### src/rtl/dm_track_pkg.sv
package dm_track_pkg;

    localparam int EST_W = 16;
    localparam int CNT_W = 8;

    typedef logic [EST_W-1:0] est_t;
    typedef logic [CNT_W-1:0] cnt_t;

    typedef enum logic [1:0] {
        RES_10 = 2'd0,
        RES_12 = 2'd1,
        RES_14 = 2'd2,
        RES_16 = 2'd3
    } res_e;

    typedef struct packed {
        cnt_t iters;
        cnt_t cycles;
        est_t delta0;
        logic fixed;
        est_t lo;
        est_t hi;
    } conv_cfg_t;

    // Largest code at a given resolution: 2^(10+2*sel)-1
    function automatic est_t full_scale(res_e r);
        int bits;
        bits = 10 + 2 * int'(r);
        return est_t'((32'd1 << bits) - 32'd1);
    endfunction

    // Halve, but never below one
    function automatic est_t halve_min1(est_t d);
        est_t h;
        h = d >> 1;
        return (h == '0) ? est_t'(1) : h;
    endfunction

    function automatic est_t midpoint(est_t lo, est_t hi);
        return lo + ((hi - lo) >> 1);
    endfunction

endpackage

### src/rtl/dm_cfg_decode.sv
module dm_cfg_decode
    import dm_track_pkg::*;
#(
    parameter int DFLT_ITERS  = 8,
    parameter int DFLT_CYCLES = 8
) (
    input  logic [1:0]       res_sel,
    input  logic [CNT_W-1:0] iter_cfg,
    input  logic [CNT_W-1:0] cyc_cfg,
    input  logic [EST_W-1:0] delta_cfg,
    input  logic             fixed_delta,
    input  logic [EST_W-1:0] base_lo,
    input  logic [EST_W-1:0] base_hi,
    output conv_cfg_t        cfg,
    output est_t             init_est
);
    est_t fs;
    est_t hi_b;
    est_t lo_c;
    est_t lo_b;

    always_comb begin
        fs   = full_scale(res_e'(res_sel));
        hi_b = ((base_hi == '0) || (base_hi > fs)) ? fs : base_hi;
        lo_c = (base_lo > fs) ? fs : base_lo;
        lo_b = (lo_c > hi_b) ? hi_b : lo_c;

        cfg.iters  = (iter_cfg == '0) ? cnt_t'(DFLT_ITERS) : iter_cfg;
        cfg.cycles = (cyc_cfg == '0) ? cnt_t'(DFLT_CYCLES) : cyc_cfg;
        cfg.delta0 = (delta_cfg == '0) ? ((fs >> 2) + est_t'(1)) : delta_cfg;
        cfg.fixed  = fixed_delta;
        cfg.lo     = lo_b;
        cfg.hi     = hi_b;
        init_est   = midpoint(lo_b, hi_b);
    end
endmodule

### src/rtl/dm_sequencer.sv
module dm_sequencer
    import dm_track_pkg::*;
(
    input  logic clk,
    input  logic rst,
    input  logic start,
    input  cnt_t iters_in,
    input  cnt_t cycles_in,
    output logic load,
    output logic busy,
    output logic step,
    output logic cycle_end,
    output logic last
);
    cnt_t iters_q;
    cnt_t cycles_q;
    cnt_t it_cnt;
    cnt_t cy_cnt;

    assign load      = start && !busy;
    assign step      = busy;
    assign cycle_end = busy && (it_cnt == cnt_t'(iters_q - 1'b1));
    assign last      = cycle_end && (cy_cnt == cnt_t'(cycles_q - 1'b1));

    always_ff @(posedge clk) begin
        if (rst) begin
            busy     <= 1'b0;
            iters_q  <= cnt_t'(1);
            cycles_q <= cnt_t'(1);
            it_cnt   <= '0;
            cy_cnt   <= '0;
        end else if (load) begin
            busy     <= 1'b1;
            iters_q  <= iters_in;
            cycles_q <= cycles_in;
            it_cnt   <= '0;
            cy_cnt   <= '0;
        end else if (step) begin
            if (cycle_end) begin
                it_cnt <= '0;
                cy_cnt <= cy_cnt + 1'b1;
            end else begin
                it_cnt <= it_cnt + 1'b1;
            end
            if (last) busy <= 1'b0;
        end
    end


    busy_holds_chk: assert property (@(posedge clk) disable iff (rst)
        (busy && !last) |=> busy);

    busy_ends_chk: assert property (@(posedge clk) disable iff (rst)
        last |=> !busy);

    start_accept_chk: assert property (@(posedge clk) disable iff (rst)
        (start && !busy) |=> busy);

    iter_range_chk: assert property (@(posedge clk) disable iff (rst)
        busy |-> (it_cnt < iters_q) && (cy_cnt < cycles_q));
endmodule

### src/rtl/dm_step_ctrl.sv
module dm_step_ctrl
    import dm_track_pkg::*;
(
    input  logic clk,
    input  logic rst,
    input  logic load,
    input  est_t delta_in,
    input  logic fixed_in,
    input  logic step,
    input  logic cycle_end,
    output est_t delta
);
    logic fixed_q;

    always_ff @(posedge clk) begin
        if (rst) begin
            delta   <= est_t'(1);
            fixed_q <= 1'b0;
        end else if (load) begin
            delta   <= delta_in;
            fixed_q <= fixed_in;
        end else if (cycle_end && !fixed_q) begin
            delta <= halve_min1(delta);
        end
    end


    delta_nonzero_chk: assert property (@(posedge clk) disable iff (rst)
        step |-> (delta != '0));

    delta_shrinks_chk: assert property (@(posedge clk) disable iff (rst)
        (cycle_end && !fixed_q) |=> ((delta == est_t'(1)) || (delta < $past(delta))));

    delta_fixed_chk: assert property (@(posedge clk) disable iff (rst)
        (step && fixed_q) |=> $stable(delta));
endmodule

### src/rtl/dm_estimator.sv
module dm_estimator
    import dm_track_pkg::*;
(
    input  logic clk,
    input  logic rst,
    input  logic load,
    input  est_t init_est,
    input  est_t lo_in,
    input  est_t hi_in,
    input  logic step,
    input  logic last,
    input  logic cmp_bit,
    input  est_t delta,
    output logic done,
    output est_t result
);
    est_t            est;
    est_t            lo_q;
    est_t            hi_q;
    est_t            nxt;
    logic [EST_W:0]  up_sum;

    always_comb begin
        up_sum = {1'b0, est} + {1'b0, delta};
        if (cmp_bit) begin
            nxt = (up_sum > {1'b0, hi_q}) ? hi_q : up_sum[EST_W-1:0];
        end else begin
            nxt = ((est - lo_q) < delta) ? lo_q : (est - delta);
        end
    end

    always_ff @(posedge clk) begin
        if (rst) begin
            est    <= '0;
            lo_q   <= '0;
            hi_q   <= '0;
            done   <= 1'b0;
            result <= '0;
        end else begin
            done <= step && last;
            if (load) begin
                est  <= init_est;
                lo_q <= lo_in;
                hi_q <= hi_in;
            end else if (step) begin
                est <= nxt;
                if (last) result <= nxt;
            end
        end
    end


    est_in_bounds_chk: assert property (@(posedge clk) disable iff (rst)
        step |-> ((est >= lo_q) && (est <= hi_q)));

    result_in_bounds_chk: assert property (@(posedge clk) disable iff (rst)
        done |-> ((result >= lo_q) && (result <= hi_q)));

    result_hold_chk: assert property (@(posedge clk) disable iff (rst)
        !$stable(result) |-> done);
endmodule

### src/rtl/dm_track_ctrl.sv
module dm_track_ctrl
    import dm_track_pkg::*;
#(
    parameter int DFLT_ITERS  = 8,
    parameter int DFLT_CYCLES = 8
) (
    input  logic             clk,
    input  logic             rst,
    input  logic             start,
    input  logic             cmp_bit,
    input  logic [1:0]       res_sel,
    input  logic [CNT_W-1:0] iter_cfg,
    input  logic [CNT_W-1:0] cyc_cfg,
    input  logic [EST_W-1:0] delta_cfg,
    input  logic             fixed_delta,
    input  logic [EST_W-1:0] base_lo,
    input  logic [EST_W-1:0] base_hi,
    output logic             busy,
    output logic             done,
    output logic [EST_W-1:0] result
);
    conv_cfg_t cfg;
    est_t      init_est;
    est_t      delta;
    logic      load;
    logic      step;
    logic      cycle_end;
    logic      last;

    dm_cfg_decode #(
        .DFLT_ITERS (DFLT_ITERS),
        .DFLT_CYCLES(DFLT_CYCLES)
    ) u_dec (
        .res_sel    (res_sel),
        .iter_cfg   (iter_cfg),
        .cyc_cfg    (cyc_cfg),
        .delta_cfg  (delta_cfg),
        .fixed_delta(fixed_delta),
        .base_lo    (base_lo),
        .base_hi    (base_hi),
        .cfg        (cfg),
        .init_est   (init_est)
    );

    dm_sequencer u_seq (
        .clk      (clk),
        .rst      (rst),
        .start    (start),
        .iters_in (cfg.iters),
        .cycles_in(cfg.cycles),
        .load     (load),
        .busy     (busy),
        .step     (step),
        .cycle_end(cycle_end),
        .last     (last)
    );

    dm_step_ctrl u_step (
        .clk      (clk),
        .rst      (rst),
        .load     (load),
        .delta_in (cfg.delta0),
        .fixed_in (cfg.fixed),
        .step     (step),
        .cycle_end(cycle_end),
        .delta    (delta)
    );

    dm_estimator u_est (
        .clk     (clk),
        .rst     (rst),
        .load    (load),
        .init_est(init_est),
        .lo_in   (cfg.lo),
        .hi_in   (cfg.hi),
        .step    (step),
        .last    (last),
        .cmp_bit (cmp_bit),
        .delta   (delta),
        .done    (done),
        .result  (result)
    );


    done_after_busy_chk: assert property (@(posedge clk) disable iff (rst)
        $fell(busy) |-> done);

    done_single_chk: assert property (@(posedge clk) disable iff (rst)
        done |=> !done);

    done_not_busy_chk: assert property (@(posedge clk) disable iff (rst)
        done |-> !busy);
endmodule

### config.mk
export PLATFORM = sky130hd
export DESIGN_NAME = dm_track_ctrl
export DESIGN_NICKNAME = d
export VERILOG_FILES = /design/src/rtl/dm_track_pkg.sv /design/src/rtl/dm_cfg_decode.sv /design/src/rtl/dm_sequencer.sv /design/src/rtl/dm_step_ctrl.sv /design/src/rtl/dm_estimator.sv /design/src/rtl/dm_track_ctrl.sv
export SDC_FILE = /design/constraint.sdc
export NUM_CORES = 1
export LEC_CHECK = 0
export CORE_MARGIN = 3
export CORE_UTILIZATION = 50
export DETAILED_ROUTE_END_ITERATION = 10
export HOLD_SLACK_MARGIN = 0.1
export PLACE_DENSITY_LB_ADDON = 0.05
export SETUP_SLACK_MARGIN = 0.1
export SYNTH_ARGS = -nofsm -noshare
export SYNTH_HDL_FRONTEND = slang
export SYNTH_SLANG_ARGS = --single-unit
### constraint.sdc
create_clock -name clk -period 10.6 [get_ports clk]
set_input_delay 3.18 -clock clk [delete_from_list [all_inputs] [get_ports clk]]
set_output_delay 3.18 -clock clk [all_outputs]
set_load 0.03 [all_outputs]
==> results.md, run 1 <==
- Most common cell after layout, fill and taps aside: nor2_1
- Setup tns final: 0 ps
- Final Util: 62.8%
- Final slew viol count: 0
- Max Fanout on Critical Path: 5
- Status: complete, no violations
- CTS tree: built
- Layout Nets: 1992
- Worst path arrival time: 10350 ps
- Max Clk Rate: 99.8 MHz
- Worst flop-to-flop path endpoint: u_est.result[15]
- Setup slack, reg-to-reg: 4790 ps
- Reg clk slew, reported paths: 50 ps
- Initial Util: 51.8%
- Total Wirelength: 38500 µm
- Hold worst-path end: u_est.lo_q[8]
- Slew @ Worst Pin: 852 ps
- Layout cells sized above 1: 11.9%
- Clk buf depth: 2
- Minimum clock period: 10020 ps
- CP max stage cell: clkdlybuf4s50_1
- Seq cells post-synth: 115
- Cell count after synthesis: 1621
- Worst Hold Path Cells: 2
- First-pass detailed-route iteration total: 5
- PD cells: 270 nW/µm²
- I/O Pins: 89
- CTS Root Cell: clkbuf_16
- Post-synthesis cell type count: 90
- Comb power frac: 71.7%
- Asr flop ratio synth: 0%
- P&R area growth vs syn: 21.3%
- Die area: 25800 µm²
- Cell internal pwr: 1990 µW
- Launch point of the worst reg-to-reg path: u_step.delta[1]
- Register share of total power: 14.0%
- Port Buffer Count: 88
- Gr ovfl total: 0
- Core ar.: 23100 µm²
- Max_cap viols: 0
- Routed Antenna Nets: 0
- Setup Skew: 15.7 ps
- Antenna violations before repair: 0
- Startpoint types: input port
- Clock power frac: 14.3%
- Max H-tree Level: 4
- EDFF count, synth: 0
- Die height: 161 µm
- Vias per cell: 5.84
- Yosys top cell area share: 19.3%
- NetSw: 1920 µW
- Leakage power figure: 0.00607 µW
- Detailed Place HPWL: 30800 µm
- PnR worst setup slack: 580 ps
- N_diodes: 0
- Worst Hold Class: reg2reg
- WL per Instance: 18.3 µm
- Chip width: 161 µm
- Critical path class: in2reg
- Max IR drop VDD: 0.000193 V
- Synth top area cells: dfxtp_1 19%, ha_1 15%, a21oi_1 6.0%
- Synth Cell Area: 11900 µm²
- Worst path max stage delay: 420 ps
- Fin. Hold Viols: 0
- Pre-CTS setup slack: -52.7 ps
- Largest net degree at the start of global routing: 51
- Required @ worst endpoint: 10930 ps
- Relative slew slack: 43.1%
- Top FF cell, synth: dfxtp_1
- GPL Wtd Cong: 0.908
- Critical path endpoint category: register
- Worst skew pair latency: 430 ps
- CTS hold repair buffers: 0
- FF-to-FF path depth: 24
- Most frequent cells in the layout: 176 x nor2_1, 164 x nand2_1, 144 x ha_1
- RSZ-0062 raised after global routing: no
- Syn. warnings: 0
- DR vias: 12300
- Final setup viols: 0
- Sw frac: 49.1%
- Hold_sp: u_est.lo_q[8]
- Fin crit share: 94.5%
- # rows: 55
- Number of global-route vias before repair: 11600
- Sequential area share after synthesis: 19.3%
- # DRC: 0
- Gr usage total: 29.6%
- Num CTS Buffers: 17
- Global-route wire length before repair: 61500 µm
- Avg Cell Area, Syn: 7.37 µm²
- Drt initial violations: 839
- Clk sinks: 115
- Yosys top cell by area: dfxtp_1
cell usage after synthesis (6+ instances only):
cell	number
a21oi_1	143
a221oi_1	10
o211ai_1	24
or3_1	9
a21o_1	27
nor4_1	19
nand2b_1	9
clkbuf_1	62
ha_1	146
o21a_1	22
inv_1	132
or2_2	6
xnor2_1	48
mux2i_1	24
o22ai_1	6
nor2_1	179
and3_1	8
nand4_1	22
nand2_1	166
a31oi_1	16
nor2b_1	13
and2_1	6
dfxtp_1	115
o31ai_1	8
o2111ai_1	6
nor3_1	36
o21bai_1	8
o21ai_0	81
nand3_1	32
xor2_1	37
a211o_1	6
a21boi_0	16
a211oi_1	68
cells by family after synthesis:
group,share of synthesized area (%)
flip-flops,19.3
XOR/XNOR,6.37
AO/OA/AOI/OAI,28.8
multiplexers,2.58
other,0.0629
buffers and inverters,6.86
adder cells (fa/ha/maj),16.2
AND/OR/NAND/NOR,19.9
sequential cells by signal, indices dropped and copies added, names as in the netlist:
register        flops
u_est.lo_q         16
u_seq.iters_q       8
u_est.done          1
u_step.delta       16
u_seq.cycles_q      8
u_seq.it_cnt        8
u_step.fixed_q      1
u_seq.cy_cnt        8
u_seq.busy          1
u_est.hi_q         16
u_est.result       16
u_est.est          16
how the worst max path moves through the flow:
stage                          start            end  slack (ps)  cells after the start
after detailed placement  res_sel[0]  u_est.est[15]         -50                     37
after CTS                 res_sel[0]  u_est.est[13]         330                     37
after global placement    res_sel[0]  u_est.est[13]          70                     36
after global routing      res_sel[0]  u_est.est[11]          90                     38
after floorplan           res_sel[1]  u_est.est[13]         110                     39
final                     res_sel[0]  u_est.est[13]         580                     37
layer usage:
layer | track usage, % | up-vias | wire length, µm
li1 | - | 6110 | -
met1 | 39.8 | 5749 | 17700
met2 | 48.9 | 338 | 17700
met3 | 4.36 | 58 | 1960
met4 | 8.95 | 0 | 1080
met5 | 0 | - | 0
power groups by stage:
stage / Clock [µW] / Sequential, µW / Combinational (µW)
2_1_floorplan: 0 / 532 / 1910
3_3_place_gp: 0 / 554 / 2660
3_5_place_dp: 0 / 555 / 2700
4_1_cts: 566 / 546 / 2720
5_1_grt: 590 / 554 / 3100
6_report: 559 / 548 / 2810
per-stage QoR:
step	total power (µW)	hold slack (ps)	cell area (µm²)	cells
after global placement	3220	442	13700	2061
after CTS	3830	455	14300	2093
after detailed placement	3250	447	13700	2061
after global routing	4250	479	14500	2097
final	3920	457	14500	2097
after floorplan	2440	436	12000	1631
repair_timing:
| item | in CTS | in global routing |
|---|---|---|
| setup buffers | 0 | 4 |
| gates resized for setup | 0 | 31 |
| setup endpoints to repair | 0 | 10 |
area by class of cell:
class	instances	area [µm²]
fill	2094	8570
tap	313	392
sequential	115	2300
inverter	137	514
clock inverter	14	129
multi-input combinational	1307	9050
timing repair buffer	193	1670
clock buffer	18	429
worst max-delay path: cells and delay by family:
kind,cells,cell delay (ps)
compound gates,15,2960
simple gates,9,1530
fa+ha+maj,5,1370
buf+inv,6,970
mux,1,170
xor+xnor,1,160
Note: power is estimated with default switching activity, not from simulation.
==> run 2: changes to the inputs <==
Settings changed: ABC_AREA from default to 1.
==> run 2 against run 1 <==
  * Register-to-register slack worse by 690 ps
  * Non-clock buffer count down 87
  * Sequential cell count unchanged
  * Maximum frequency up 4.9%
  * Cell area fell by 8.6%
  * Area after synthesis fell by 4.8%
  * First-iteration DRC count increased by 0.72%
  * Count of clock-buffer cells in the layout grew 1
  * Worst hold slack better by 30 ps
  * Via count shrank 5.7%
  * Die area shrank 4.7%
  * Highest routed layer unchanged
==> results.md, run 2 <==
- WL per Instance: 16.7 µm (-9.1%)
- Setup tns final: 0 ps (unchanged)
- Most frequent cells in the layout: 314 x nand2_1, 281 x inv_1, 146 x ha_1
- PD cells: 270 nW/µm² (-0.21%)
- Startpoint types: input port
- Cell count after synthesis: 1713 (+5.7%)
- CP dominant cell by count: inv_1
- Yosys top cell area share: 20.3% (+0.98 points)
- Max Fanout on Critical Path: 17 (+12)
- Most frequent cell after synthesis: nand2_1
- Vias per cell: 5.50 (-5.9%)
- PnR worst setup slack: 1050 ps (+468 ps)
- Slew @ Worst Pin: 919 ps (+67.0 ps)
- Status: complete, no violations
- First-pass detailed-route iteration total: 5 (unchanged)
- Sw frac: 51.6% (+2.5 points)
- Pre-CTS setup slack: -26.6 ps (+26.2 ps)
- Sequential area share after synthesis: 20.3% (+0.98 points)
- Die height: 157 µm (-2.4%)
- Port Buffer Count: 88 (unchanged)
- Max_cap viols: 0 (unchanged)
- CP max stage cell: ha_1
- Synth top cells by count: 314 x nand2_1, 282 x inv_1, 146 x ha_1
- Setup Skew: 9.37 ps (-6.30 ps)
- RSZ-0062 raised after global routing: no
- I/O Pins: 89 (unchanged)
- Number of global-route vias before repair: 11100 (-4.1%)
- Antenna violations before repair: 0 (unchanged)
- CTS tree: built
- Comb power frac: 68.1% (-3.6 points)
- Synth Cell Area: 11400 µm² (-4.8%)
- Drt initial violations: 845 (+0.72%)
- Reg clk slew, reported paths: 60 ps (about the same)
- P&R area growth vs syn: 16.5%
- Synth top area cells: dfxtp_1 20%, ha_1 16%, nand2_1 10%
- Routed Antenna Nets: 0 (unchanged)
- NetSw: 1850 µW (-4.0%)
- Die area: 24600 µm² (-4.7%)
- Required @ worst endpoint: 10910 ps (-20 ps)
- Worst path arrival time: 9860 ps (-490 ps)
- Top delay family on crit path: simple AND/OR/NAND/NOR gates
- Fin. Hold Viols: 0 (unchanged)
- Global-route wire length before repair: 55700 µm (-9.5%)
- Critical path class: in2reg
- Max H-tree Level: 4 (unchanged)
- Top FF cell, synth: dfxtp_1
- Max IR drop VDD: 0.000164 V (-15%)
- Layout Nets: 2028 (+1.8%)
- Clock power frac: 16.8% (+2.5 points)
- Fillers: 2177 (+4.0%)
- Buf+Inv Stages, Crit Path: 10 (+4)
- Gr usage total: 28.3% (-1.2 points)
- Seq cells post-synth: 115 (unchanged)
- GPL Wtd Cong: 0.952 (+4.8%)
- # DRC: 0 (unchanged)
- Critical path endpoint category: register
- Most common cell after layout, fill and taps aside: nand2_1
- Avg Cell Area, Syn: 6.63 µm² (-9.9%)
- Layout cells sized above 1: 6.76% (-5.2 points)
- Asr flop ratio synth: 0% (unchanged)
- CTS hold repair buffers: 0 (unchanged)
- Clk sinks: 115 (unchanged)
- Num CTS Buffers: 17 (unchanged)
- Post-synthesis cell type count: 55 (-39%)
- Initial Util: 51.4% (-0.36 points)
- Leakage power figure: 0.00663 µW (+9.2%)
- Fin crit share: 90.1% (-4.4 points)
- Worst skew pair latency: 420 ps (about the same)
- DR vias: 11600 (-5.7%)
- Final Power: 3570 µW (-8.8%)
- Worst path max stage delay: 370 ps (-50 ps)
- Detailed Place HPWL: 28000 µm (-8.9%)
- Core ar.: 22100 µm² (-4.2%)
- Clk buf depth: 2 (unchanged)
- Yosys top cell by area: dfxtp_1
- Final slew viol count: 0 (unchanged)
- Max Clk Rate: 105 MHz (+4.9%)
- Chip width: 157 µm (-2.4%)
- Cell internal pwr: 1730 µW (-13%)
- EDFF count, synth: 0 (unchanged)
- Minimum clock period: 9550 ps (-468 ps)
- Final setup viols: 0 (unchanged)
- Syn. warnings: 0 (unchanged)
- Gr ovfl total: 0 (unchanged)
- CTS Root Cell: clkbuf_16
- Worst Hold Class: reg2reg
- # rows: 54 (-1.8%)
- N_diodes: 0 (unchanged)
- Register share of total power: 15.1% (+1.1 points)
- Total Wirelength: 35000 µm (-8.9%)
- Largest net degree at the start of global routing: 33 (-35%)
- Relative slew slack: 38.7% (-4.4 points)
-- run 2: changes by cell type after synthesis, moves of 26 or more --
cell / before / now
clkbuf_1: 62 / 36
xnor2_1: 48 / 9
o22ai_1: 6 / 35
nand2_1: 166 / 314
o21ai_0: 81 / 129
nand3_1: 32 / 68
inv_1: 132 / 282
nor2_1: 179 / 143
xor2_1: 37 / 67
a211oi_1: 68 / 7
a21oi_1: 143 / 117
-- run 2: repair_timing --
action                     CTS  global route
setup buffers                0             1
resized for setup            0            11
setup endpoints to repair    0             6
-- run 2: cell type report --
class	instances	area (µm²)	share of cell area, %
multi-input combinational	1279	7890	59.6
sequential	115	2300	17.4
inverter	288	1080	8.16
timing repair buffer	106	1020	7.71
clock buffer	19	443	3.34
tap	280	350	2.65
clock inverter	13	159	1.20
-- run 2: path summary, 6_finish.rpt --
| path | startpoint | to | slack, ps | cells after the start |
|---|---|---|---|---|
| worst max-delay path | res_sel[1] | u_est.est[14] | 1050 | 41 |
| worst min-delay path | u_seq.iters_q[6] | u_seq.iters_q[6] | 490 | 2 |
| worst max register to register | u_step.delta[1] | u_est.est[7] | 4100 | 34 |
| worst min register to register | u_seq.iters_q[6] | u_seq.iters_q[6] | 490 | 2 |
-- run 2: cells by family after synthesis --
group	share of synthesized area, %
buffers and inverters	11.1
XOR/XNOR	5.86
AO/OA/AOI/OAI	19.0
flip-flops	20.3
adder cells (fa/ha/maj)	16.8
AND/OR/NAND/NOR	26.9
other	0.0661
-- run 2: worst register-to-register path: cells and delay by family (launching register included) --
family	cells	cell delay, ps
AOI/OAI and AO/OA	14	2690
adders and majority gates	2	660
xor gates and xnor gates	1	260
buffers and inverters	5	800
DFF	1	450
and+or+nand+nor	12	1520
-- run 2: per-stage QoR --
stage | area [µm²] | util, % | std cells | hold slack [ps]
global route | 13200 | 59.9 | 2100 | 511
CTS | 13200 | 59.7 | 2098 | 489
global placement | 12600 | 56.9 | 2066 | 468
finish | 13200 | 59.9 | 2100 | 486
floorplan | 11400 | - | 1723 | 451
detailed placement | 12600 | 56.9 | 2066 | 482
-- run 2: per-layer routing --
metal | share of wire, % | vias to the layer above | track usage [%] | routed length [µm]
li1 | - | 5876 | - | -
met1 | 46 | 5290 | 37.9 | 16300
met2 | 45 | 335 | 46.7 | 15600
met3 | 6.8 | 50 | 5.53 | 2370
met4 | 2.3 | 0 | 7.54 | 798
met5 | 0 | - | 0 | 0
-- run 2: power by group through the flow --
stage                     clock network [µW]  registers [µW]  logic [µW]
after floorplan                            0             531        1780
after global placement                     0             545        2320
after detailed placement                   0             547        2340
after CTS                                605             538        2370
after global routing                     625             546        2740
final                                    600             539        2430
==> run 3: changes to the inputs <==
Settings changed: TNS_END_PERCENT from default to 10.
==> run 3 against run 2 <==
  * Cell area hardly changed
  * Critical path depth stayed put
  * Clock skew hardly changed
  * Sequential share of layout area hardly changed
  * First-iteration DRC count is 0.59% higher
  * Wire length is 0.17% higher
  * Via count hardly changed
  * Total power hardly changed
  * Setup slack worse by 330 ps
  * Sequential cell count stayed put
  * Critical path type unchanged
  * Largest cell class unchanged
  * Highest routed layer unchanged
==> results.md, run 3 (synthesis gave the netlist of run 2 again) <==
- Setup Skew: 9.70 ps (+0.327 ps)
- Port Buffer Count: 88 (unchanged)
- # rows: 54 (unchanged)
- Largest net degree at the start of global routing: 33 (unchanged)
- RSZ-0062 raised after global routing: yes
- CP max stage cell: clkdlybuf4s50_1
- Slew @ Worst Pin: 925 ps (+6.05 ps)
- Critical path class: in2reg
- Number of global-route vias before repair: 11100 (unchanged)
- Worst path max stage delay: 620 ps (+250 ps)
- Global-route wire length before repair: 55700 µm (unchanged)
- Worst path arrival time: 10240 ps (+380 ps)
- Initial Util: 51.4% (unchanged)
- # DRC: 0 (unchanged)
- FF-to-FF path depth: 34 (unchanged)
- Worst Hold Path Cells: 2 (unchanged)
- Relative slew slack: 38.3% (-0.40 points)
- GPL Wtd Cong: 0.952 (unchanged)
- Worst Hold Class: reg2reg
- Most frequent cells in the layout: 314 x nand2_1, 281 x inv_1, 146 x ha_1
- Gr ovfl total: 0 (unchanged)
- Layout cells sized above 1: 6.76% (unchanged)
- I/O Pins: 89 (unchanged)
- Fin. Hold Viols: 0 (unchanged)
- Required @ worst endpoint: 10960 ps (+50 ps)
- Layout Nets: 2028 (unchanged)
- Vias per cell: 5.50 (about the same)
- Total Wirelength: 35100 µm (+0.17%)
- WL per Instance: 16.7 µm (+0.17%)
- Detailed Place HPWL: 28000 µm (unchanged)
- Die height: 157 µm (unchanged)
- Post-placement cell area: 12600 µm² (unchanged)
- Worst skew pair latency: 420 ps (about the same)
- Clk buf depth: 2 (unchanged)
- Setup tns final: 0 ps (unchanged)
- Max H-tree Level: 4 (unchanged)
- Num CTS Buffers: 17 (unchanged)
- Routed Antenna Nets: 0 (unchanged)
- Fin crit share: 93.2% (+3.1 points)
- Gr usage total: 28.3% (unchanged)
- Max_cap viols: 0 (unchanged)
- Max Fanout on Critical Path: 17 (unchanged)
- First-pass detailed-route iteration total: 5 (unchanged)
- CTS tree: built
- Setup slack, reg-to-reg: 4100 ps (about the same)
- Startpoint types: input port
- N_diodes: 0 (unchanged)
- Fillers: 2179 (+0.092%)
- Drt initial violations: 850 (+0.59%)
- Max IR drop VDD: 0.000165 V (+0.62%)
- Status: complete, no violations
- Hold_sp: u_seq.iters_q[6]
- Launch point of the worst reg-to-reg path: u_step.delta[1]
- Minimum clock period: 9880 ps (+330 ps)
- Core ar.: 22100 µm² (unchanged)
- CP dominant cell by count: nand2_1
- Final slew viol count: 0 (unchanged)
- Antenna violations before repair: 0 (unchanged)
- Max Clk Rate: 101 MHz (-3.3%)
- Worst flop-to-flop path endpoint: u_est.est[7]
- Leakage power figure: 0.00662 µW (-0.14%)
- Most common cell after layout, fill and taps aside: nand2_1
- CTS Root Cell: clkbuf_16
- PD cells: 270 nW/µm² (about the same)
- Final instance area: 13200 µm² (about the same)
- Critical path endpoint category: register
- DR vias: 11600 (+0.069%)
- Reg clk slew, reported paths: 60 ps (about the same)
- Die area: 24600 µm² (unchanged)
- Hold worst-path end: u_seq.iters_q[6]
- Clk sinks: 115 (unchanged)
- Final setup viols: 0 (unchanged)
- Chip width: 157 µm (unchanged)
- P&R area growth vs syn: 16.5% (about the same)
==> run 3: cell types whose count changed in the layout (fill, tap and decap cells not counted), sizes merged <==
cell           before  now
dlymetal6s2s        2    1
clkdlybuf4s50      86   87
==> run 3: layout make-up <==
| type | instances | area (µm²) | share of cell area (%) |
|---|---|---|---|
| timing repair buffer | 106 | 1020 | 7.69 |
| multi-input combinational | 1279 | 7890 | 59.6 |
| inverter | 288 | 1080 | 8.16 |
| clock buffer | 19 | 443 | 3.35 |
| sequential | 115 | 2300 | 17.4 |
| clock inverter | 13 | 159 | 1.20 |
| tap | 280 | 350 | 2.65 |
==> run 3: worst max-delay path, delay by kind of cell <==
| family | cells | cell delay, ps |
|---|---|---|
| compound gates | 5 | 840 |
| buf+inv | 9 | 1530 |
| simple gates | 21 | 2880 |
| xor+xnor | 1 | 150 |
| fa+ha+maj | 5 | 1640 |
==> run 3: what timing repair did <==
item,in CTS,in global routing
buffers inserted,0,1
setup endpoints to repair,0,6
hold buffers,0,0
resized for setup,0,10
==> run 3: metal layers <==
layer	routed length, µm	track usage, %	up-vias
met2	15600	46.7	351
met5	0	0	-
met3	2380	5.53	50
met1	16300	37.9	5279
li1	-	-	5879
met4	791	7.54	0
==> run 3: power breakdown <==
part / internal [µW] / switching (µW)
clock network: 376 / 225
registers: 484 / 55.7
logic: 868 / 1560
total: 1730 / 1850
==> run 3: worst max path at each step <==
stage	start	endpoint	slack, ps	depth (start not counted)
after floorplan	res_sel[1]	u_est.est[15]	1070	47
after global placement	res_sel[1]	u_est.est[15]	210	45
after detailed placement	res_sel[1]	u_est.est[15]	-30	46
after CTS	res_sel[1]	u_est.est[15]	380	46
after global routing	res_sel[0]	u_est.est[15]	70	45
final	res_sel[0]	u_est.est[14]	720	41
==> run 3: per-stage QoR <==
stage	utilization (%)	hold WS (ps)	setup WS, ps	cells	total power [µW]
floorplan	-	451	1070	1723	2310
global placement	56.9	468	210	2066	2860
detailed placement	56.9	482	-26.6	2066	2890
CTS	59.7	489	382	2098	3510
global route	59.9	511	74.8	2100	3910
finish	59.9	489	719	2100	3570
